### config.mk
export PLATFORM = sky130hd
export DESIGN_NAME = adc_pwr_seq
export DESIGN_NICKNAME = d
export VERILOG_FILES = /design/src/rtl/adc_pwr_pkg.sv /design/src/rtl/adc_pwr_policy.sv /design/src/rtl/adc_evt_merge.sv /design/src/rtl/adc_su_timer.sv /design/src/rtl/adc_pwr_fsm.sv /design/src/rtl/adc_pwr_seq.sv
export SDC_FILE = /design/constraint.sdc
export NUM_CORES = 1
export LEC_CHECK = 0
export BUFFER_PORTS_ARGS = -buffer_cell sky130_fd_sc_hd__buf_2
export CORE_UTILIZATION = 30
export CTS_BUF_LIST = sky130_fd_sc_hd__clkbuf_16
export CTS_CLUSTER_SIZE = 30
export DETAILED_ROUTE_END_ITERATION = 12
export PLACE_DENSITY = 0.63
export SKIP_LAST_GASP = 1
export SYNTH_ARGS = -nofsm -noshare
export SYNTH_HDL_FRONTEND = slang
export SYNTH_HIERARCHICAL = 1
export SYNTH_SLANG_ARGS = --single-unit
### constraint.sdc
create_clock -name clk -period 8.5 [get_ports clk]
set_input_delay 1.7 -clock clk [delete_from_list [all_inputs] [get_ports clk]]
set_output_delay 1.7 -clock clk [all_outputs]
set_load 0.02 [all_outputs]
### src/rtl/adc_pwr_pkg.sv
package adc_pwr_pkg;
    typedef enum logic [1:0] {
        ST_OFF   = 2'd0,
        ST_READY = 2'd1,
        ST_WARM  = 2'd2,
        ST_CONV  = 2'd3
    } pwr_state_t;
endpackage

### src/rtl/adc_pwr_policy.sv
// Decodes the enable / standby / on-demand bits into an allow flag and mode.
module adc_pwr_policy (
    input  logic en,
    input  logic run_stby,
    input  logic on_demand,
    input  logic in_standby,
    output logic allowed,
    output logic ondem_mode
);
    always_comb begin
        allowed    = en && (!in_standby || run_stby);
        ondem_mode = on_demand;
    end
endmodule

### src/rtl/adc_evt_merge.sv
// ORs the event lines of each group and gives flush priority over start.
module adc_evt_merge #(
    parameter int N_EVT = 4
) (
    input  logic [N_EVT-1:0] evt_start,
    input  logic [N_EVT-1:0] evt_flush,
    output logic             start_req,
    output logic             flush_req
);
    logic [N_EVT:0] start_or;
    logic [N_EVT:0] flush_or;

    assign start_or[0] = 1'b0;
    assign flush_or[0] = 1'b0;

    for (genvar i = 0; i < N_EVT; i++) begin : g_or
        assign start_or[i+1] = start_or[i] | evt_start[i];
        assign flush_or[i+1] = flush_or[i] | evt_flush[i];
    end

    always_comb begin
        flush_req = flush_or[N_EVT];
        start_req = start_or[N_EVT] && !flush_or[N_EVT];
    end
endmodule

### src/rtl/adc_su_timer.sv
// Start-up delay down-counter.
module adc_su_timer #(
    parameter int DLY_W = 8
) (
    input  logic             clk,
    input  logic             rst,
    input  logic             load,
    input  logic             dec,
    input  logic [DLY_W-1:0] load_val,
    output logic             zero
);
    logic [DLY_W-1:0] cnt_q;

    always_ff @(posedge clk) begin
        if (rst) begin
            cnt_q <= '0;
        end else if (load) begin
            cnt_q <= load_val;
        end else if (dec && (cnt_q != '0)) begin
            cnt_q <= cnt_q - 1'b1;
        end
    end

    assign zero = (cnt_q == '0);
endmodule

### src/rtl/adc_pwr_fsm.sv
// Power / conversion sequencing state machine.
module adc_pwr_fsm
    import adc_pwr_pkg::*;
(
    input  logic clk,
    input  logic rst,
    input  logic en,
    input  logic allowed,
    input  logic ondem_mode,
    input  logic start_req,
    input  logic flush_req,
    input  logic conv_done,
    input  logic timer_zero,
    output logic timer_load,
    output logic timer_dec,
    output logic ana_pwr,
    output logic conv_start,
    output logic flush_pulse,
    output logic wake_req
);
    pwr_state_t st_q, st_d;
    logic       do_start, do_wake, do_flush;

    // next-state and action decode
    always_comb begin
        st_d       = st_q;
        do_start   = 1'b0;
        do_wake    = 1'b0;
        do_flush   = 1'b0;
        timer_load = 1'b0;
        timer_dec  = 1'b0;
        if (!allowed) begin
            st_d     = ST_OFF;
            do_flush = en && flush_req;
        end else if (flush_req) begin
            do_flush = 1'b1;
            st_d     = ondem_mode ? ST_OFF : ST_READY;
        end else begin
            unique case (st_q)
                ST_OFF: begin
                    if (!ondem_mode) begin
                        st_d = ST_READY;
                    end else if (start_req) begin
                        st_d       = ST_WARM;
                        do_wake    = 1'b1;
                        timer_load = 1'b1;
                    end
                end
                ST_READY: begin
                    if (ondem_mode) begin
                        st_d = ST_OFF;
                    end else if (start_req) begin
                        st_d     = ST_CONV;
                        do_start = 1'b1;
                    end
                end
                ST_WARM: begin
                    if (timer_zero) begin
                        st_d     = ST_CONV;
                        do_start = 1'b1;
                    end else begin
                        timer_dec = 1'b1;
                    end
                end
                ST_CONV: begin
                    if (conv_done) begin
                        st_d = ondem_mode ? ST_OFF : ST_READY;
                    end
                end
                default: st_d = ST_OFF;
            endcase
        end
    end

    // state register
    always_ff @(posedge clk) begin
        if (rst) begin
            st_q <= ST_OFF;
        end else begin
            st_q <= st_d;
        end
    end

    // registered outputs
    always_ff @(posedge clk) begin
        if (rst) begin
            ana_pwr     <= 1'b0;
            conv_start  <= 1'b0;
            flush_pulse <= 1'b0;
            wake_req    <= 1'b0;
        end else begin
            ana_pwr     <= (st_d != ST_OFF);
            conv_start  <= do_start;
            flush_pulse <= do_flush;
            wake_req    <= do_wake;
        end
    end
endmodule

### src/rtl/adc_pwr_seq.sv
module adc_pwr_seq #(
    parameter int N_EVT = 4,
    parameter int DLY_W = 8
) (
    input  logic             clk,
    input  logic             rst,
    input  logic             en,
    input  logic             run_stby,
    input  logic             on_demand,
    input  logic             in_standby,
    input  logic [N_EVT-1:0] evt_start,
    input  logic [N_EVT-1:0] evt_flush,
    input  logic             conv_done,
    input  logic [DLY_W-1:0] su_delay,
    output logic             ana_pwr,
    output logic             conv_start,
    output logic             flush_pulse,
    output logic             wake_req
);
    logic allowed, ondem_mode, start_req, flush_req;
    logic timer_load, timer_dec, timer_zero;

    adc_pwr_policy u_policy (
        .en        (en),
        .run_stby  (run_stby),
        .on_demand (on_demand),
        .in_standby(in_standby),
        .allowed   (allowed),
        .ondem_mode(ondem_mode)
    );

    adc_evt_merge #(.N_EVT(N_EVT)) u_evt (
        .evt_start(evt_start),
        .evt_flush(evt_flush),
        .start_req(start_req),
        .flush_req(flush_req)
    );

    adc_su_timer #(.DLY_W(DLY_W)) u_timer (
        .clk     (clk),
        .rst     (rst),
        .load    (timer_load),
        .dec     (timer_dec),
        .load_val(su_delay),
        .zero    (timer_zero)
    );

    adc_pwr_fsm u_fsm (
        .clk        (clk),
        .rst        (rst),
        .en         (en),
        .allowed    (allowed),
        .ondem_mode (ondem_mode),
        .start_req  (start_req),
        .flush_req  (flush_req),
        .conv_done  (conv_done),
        .timer_zero (timer_zero),
        .timer_load (timer_load),
        .timer_dec  (timer_dec),
        .ana_pwr    (ana_pwr),
        .conv_start (conv_start),
        .flush_pulse(flush_pulse),
        .wake_req   (wake_req)
    );
endmodule

* Yosys cells after proc, flatten, opt, wreduce, memory -nomap -nowiden
Cells that the tools add are included.
** Cells by class
- Add/sub/neg operators :: 1
- Equal/unequal tests :: 3
- Muxes and demuxes :: 26
- Bitwise operators :: 7
- Reduce and logical (&&, ||, !) cells :: 13
** Operator list (count)
- two-way mux 2 bit :: 8
- two-way mux 8 bit :: 2
- two-way mux 1 bit :: 14
- logical NOT 8 bit :: 1
- one-hot mux 2 bit (4 select lines) :: 1
- nonzero test 8 bit :: 1
- subtractor 8 x 1 -> 8 bit (second input constant) :: 1
- OR 1 bit :: 6
- equality test 2 bit (second input constant) :: 2
- logical AND 1 bit :: 4
- nonzero test 2 bit :: 2
- OR reduction 3 bit :: 1
- equality test 2 x 1 -> 1 bit (second input constant) :: 1
- logical NOT 1 bit :: 2
- logical NOT 2 bit :: 1
- one-hot mux 1 bit (2 select lines) :: 1
- logical OR 1 bit :: 1
- NOT 1 bit :: 1
** Word-level totals
- Register bits after elaboration :: 14
- Input port bits :: 23
- Output and inout port bits :: 4
- Word-level logic and storage cells :: 56

* Depth between registers and ports, before layout
- Depth after elaboration :: 11
- Mapped depth :: 9
- Depth with buffers taken out :: 9

* Hierarchy
Netlist, hierarchy kept.
** Modules (own cells, without submodules)
- adc_su_timer :: times used 1, cells an instance 59, area an instance 515.5 µm², sequential area each 160.2 µm²
- adc_pwr_fsm :: times used 1, cells an instance 46, area an instance 390.4 µm², sequential area each 120.1 µm²
- adc_evt_merge :: times used 1, cells an instance 3, area an instance 21.3 µm², sequential area each 0.0 µm²
- adc_pwr_policy :: times used 1, cells an instance 3, area an instance 18.8 µm², sequential area each 0.0 µm²

* Worst setup path after synthesis
OpenSTA, ideal clock, no wires.
- Path kind :: in2reg
- From :: in evt_flush[1]
- To :: reg u_timer.cnt_q[7]
- Setup time :: 0.134 ns
- Arrival time :: 3.804 ns
- Data required time :: 8.366 ns
- Setup slack :: 4.562 ns
- Cell stages on the path :: 7
- Buffers on the path :: 0
- Cell sequence :: or4_4 nand2b_1 nor3_1 or3b_2 nor3_1 mux2i_1 a211oi_1
** On the way
- Elaborated cells on any way between the ends :: 15
- Those cells by class :: mux: 8; bitwise: 3; reduce/logical: 4
** RTL lines
- from (decl) :: line adc_pwr_seq.sv:12 : input logic [N_EVT-1:0] evt_flush,
- OR 1 bit (3 in series) :: line adc_evt_merge.sv:18 : assign flush_or[i+1] = flush_or[i] | evt_flush[i];
- two-way mux 1 bit :: line adc_pwr_fsm.sv:35 : end else if (flush_req) begin
- two-way mux 1 bit :: line adc_pwr_fsm.sv:32 : if (!allowed) begin
- net timer_dec :: line adc_pwr_seq.sv:21 : logic timer_load, timer_dec, timer_zero;
- logical AND 1 bit :: line adc_su_timer.sv:19 : end else if (dec && (cnt_q != '0)) begin
- nonzero test 2 bit (no source line)
- to (signal assigned) :: line adc_su_timer.sv:18 : cnt_q <= load_val;
- to (signal assigned) :: line adc_su_timer.sv:20 : cnt_q <= cnt_q - 1'b1;
- to (decl) :: line adc_su_timer.sv:12 : logic [DLY_W-1:0] cnt_q;
The timed path passes the listed nets, and every way through them passes these cells.
A chain may end at the register's enable or synchronous reset.

* Worst setup path after layout
- From :: in evt_flush[1]
- To :: reg u_timer.cnt_q[5]
** On the way
- Elaborated cells on any way between the ends :: 15
- Those cells by class :: mux: 8; bitwise: 3; reduce/logical: 4
** RTL lines
- OR 1 bit (3 in series) :: line adc_evt_merge.sv:18
- net flush_req :: line adc_pwr_seq.sv:20 : logic allowed, ondem_mode, start_req, flush_req;
- two-way mux 1 bit :: line adc_pwr_fsm.sv:35
- two-way mux 1 bit :: line adc_pwr_fsm.sv:32
- net timer_dec :: line adc_pwr_seq.sv:21
- logical AND 1 bit :: line adc_su_timer.sv:19
- nonzero test 2 bit (no source line)
The timed path passes the listed nets, and every way through them passes these cells.

==> summary.txt <==
Clock tree
  – CTS tree: yes
  – Cts repair resizes: 0
  – Setup Buffers After CTS: 0
  – Reg clk slew, reported paths: 0.04 ns
  – CTS Sinks: 14
  – Post-CTS Hold Fix Bufs: 0
  – Number of H-tree levels: 1
  – Latest clock arrival within the worst-skew pair: 0.24 ns
  – Num CTS Buffers: 3
  – Root Driver: clkbuf_16
  – Worst-case clock buffer depth: 2

Global routing
  – Largest net degree at the start of global routing: 15
  – First-pass GRT wire length: 3600 µm
  – Total GRT Usage: 0.137
  – Vias in the first global route: around 870
  – Total grt overflow: 0
  – Antenna violations before repair: 0

Critical path
  – Critical Path AT: 4.13 ns
  – Crit path to: u_timer/cnt_q[5]$_SDFFE_PP0P_
  – Worst-path fanout max: 8
  – WS Path Type: primary input to flop
  – Worst setup EP type: flop
  – Critical Path Source: evt_flush[1]
  – Worst R2R Setup Slack: 5.91 ns
  – Worst Reg2Reg Path Length in Cells: 8
  – Required @ worst endpoint: 8.65 ns
  – Startpoint Class: primary input
  – Worst r2r dst: u_timer/cnt_q[5]$_SDFFE_PP0P_
  – Reg-to-Reg Start: u_timer/cnt_q[0]$_SDFFE_PP0P_

Yosys
  – Largest family of logic cells by synthesized area: simple AND/OR/NAND/NOR gates
  – Cells after Synth: 111
  – Synth Area in XOR/XNOR: 0.0278
  – Fraction of registers with async set/reset: 0
  – Total nets after synthesis: 141
  – Simple-Gate Fraction of Synth Area: 0.269
  – Syn Area/Cell: between 8 and 9 µm²
  – Syn Std Cell Area: 946 µm²
  – Post-synthesis mux area share: 0.0212
  – Sequential fraction of the synthesis area: 0.296
  – #FFs+latches synth: 14
  – EDFF count, synth: 0
  – Synth area leader: dfxtp_1
  – Post-synth top cells: nor2_1, dfxtp_1, inv_1
  – Post-Synth Adder-Cell Area: 0.0926
  – Cell variety after synth: 39
  – Synth top area share: 0.296
  – Compound-Gate Fraction of Synth Area: 0.234
  – Most common cell in the synthesized netlist: nor2_1
  – Synth warnings: 6
  – Area contributors post-synth: dfxtp_1, ha_1, nor2_1
  – Top_reg_cell synth: dfxtp_1

Floorplanning
  – Core box area: 3030 µm²
  – Initial core utilization: 0.312
  – Die width: 58.2 µm
  – Num rows: 20
  – I/O Pins: 27
  – Die area: 3380 µm²
  – Die H: 58.2 µm

Timing
  – Min Tclk post-route: 3.98 ns
  – Final clock skew: 0.000674 ns
  – Final-report hold violation count: 0
  – RSZ-0062 raised after global routing: false
  – Setup TNS Final: 0 ns
  – Crit share post-route: 0.469
  – Pins Over Slew Limit: 0
  – Setup violators final: 0
  – Post-layout worst setup margin: about 4.5 ns
  – Relative slew margins: 0.563
  – Worst slew pin tran: about 0.65 ns
  – Fin Hold WS: 0.530 ns
  – Max Clk Rate: 251 MHz

Place
  – Setup slack at placement: approximately 4.2 ns
  – Placed Cells incl. Taps: 178
  – Hpwl dp: ~1600 µm
  – Port bufs: 26
  – GP Congestion: 0.920

Power and ir drop
  – LEAKAGE: around 0.5 nW
  – PwrDens: 139 nW/µm²
  – Maximum vdd ir drop: 0.0000501 V

Min path
  – Hold Path Class: flop to flop

Cells and area
  – Fillers: 313
  – Area grow syn2layout: 25.9%
  – Non-filler cells, final: 181
  – Share of layout cells above drive strength 1: 0.299
  – Nets: 169
  – N_diodes: 0

Run status
  – Failing checks: DRC
  – Status: complete, but fails checks

Routing
  – DR DRC count: 1
  – WL final: 2030 µm
  – Wire per inst: 11.2 µm
  – Antenna-violating nets left: 0
  – Vias: between 800 and 900
  – Initial drt markers: 25
  – DR vias/cell: ~4.9
  – Drt first pass iters: 8

Job
  – Max Cap Viol: 0
## layout by cell type, fill, tap and decap left out, types with 2 or more instances in the layout
cell type and count:
buf_2 26, nor2_1 15, dfxtp_1 14, inv_1 10, a21oi_1 9, ha_1 7, o21ai_0 5, nor3_1 4
nand2_1 4, clkbuf_16 3, xnor2_1 3, nor3b_1 3, or4_4 2, nor4_1 2, nand2b_1 2, mux2i_1 2
or4_2 2, or4_1 2, a311oi_1 2, or3_2 2
## sequential cells by signal, summed over array words and instances (netlist names)
register	cells
u_fsm/ana_pwr	1
u_fsm/flush_pulse	1
u_timer/cnt_q	8
u_fsm/wake_req	1
u_fsm/st_q	2
u_fsm/conv_start	1
## metrics by stage
stage	power (mW)	area, µm²	util
after floorplan	0.0749	946	-
after global placement	0.0811	1120	0.369
after detailed placement	0.0816	1120	0.369
after CTS	0.168	1190	0.393
after global routing	0.172	1190	0.393
final	0.166	1190	0.393
## worst max-delay path, cell delays in order
cell and delay [ns]:
buf_2 0.09, or4_4 0.54, nand2b_1 0.21, nor3_1 0.53, o41ai_4 0.26, or4_1 0.52, a311oi_1 0.26
## worst min path at each step
stage	depth (start not counted)	start	slack [ns]	end
after floorplan	2	u_timer/cnt_q[5]$_SDFFE_PP0P_	0.48	u_timer/cnt_q[5]$_SDFFE_PP0P_
after global placement	2	u_timer/cnt_q[5]$_SDFFE_PP0P_	0.51	u_timer/cnt_q[5]$_SDFFE_PP0P_
after detailed placement	2	u_timer/cnt_q[5]$_SDFFE_PP0P_	0.51	u_timer/cnt_q[5]$_SDFFE_PP0P_
after CTS	2	u_timer/cnt_q[5]$_SDFFE_PP0P_	0.54	u_timer/cnt_q[5]$_SDFFE_PP0P_
after global routing	2	u_timer/cnt_q[5]$_SDFFE_PP0P_	0.55	u_timer/cnt_q[5]$_SDFFE_PP0P_
final	2	u_timer/cnt_q[5]$_SDFFE_PP0P_	0.53	u_timer/cnt_q[5]$_SDFFE_PP0P_
## routing by layer
metal | GRT usage | vias up | routed length, µm
met5 | 0 | - | 0
met4 | 0.0816 | 0 | 54
met3 | 0.0246 | 6 | 85
met2 | 0.235 | 26 | 961
met1 | 0.159 | 397 | 927
li1 | - | 453 | -
## cell type report
class                      instances  area [µm²]  share of cell area
tap                               44        55.1              0.0462
clock buffer                       3        75.1              0.0630
inverter                          11        41.3              0.0347
sequential                        14         280               0.235
timing repair buffer              26         130               0.109
multi-input combinational         83         609               0.512
## cells by family (layout without fill, tap and decap cells)
| logic type | after synthesis | in the layout |
|---|---|---|
| and+or+nand+nor | 44 | 44 |
| DFF | 14 | 14 |
| adders and majority gates | 7 | 7 |
| buffers and inverters | 14 | 40 |
| AOI/OAI and AO/OA | 27 | 27 |
| muxes | 2 | 2 |
| xor gates and xnor gates | 3 | 3 |
## where the power goes
| group | leakage (nW) | internal, mW | switching (mW) |
|---|---|---|---|
| sequential | 0.113 | 0.0667 | 0.000440 |
| clock | 0.0370 | 0.0613 | 0.0241 |
| combinational | 0.348 | 0.00642 | 0.00693 |
| total | 0.498 | 0.134 | 0.0314 |
Power figures use the tool's default switching activity.
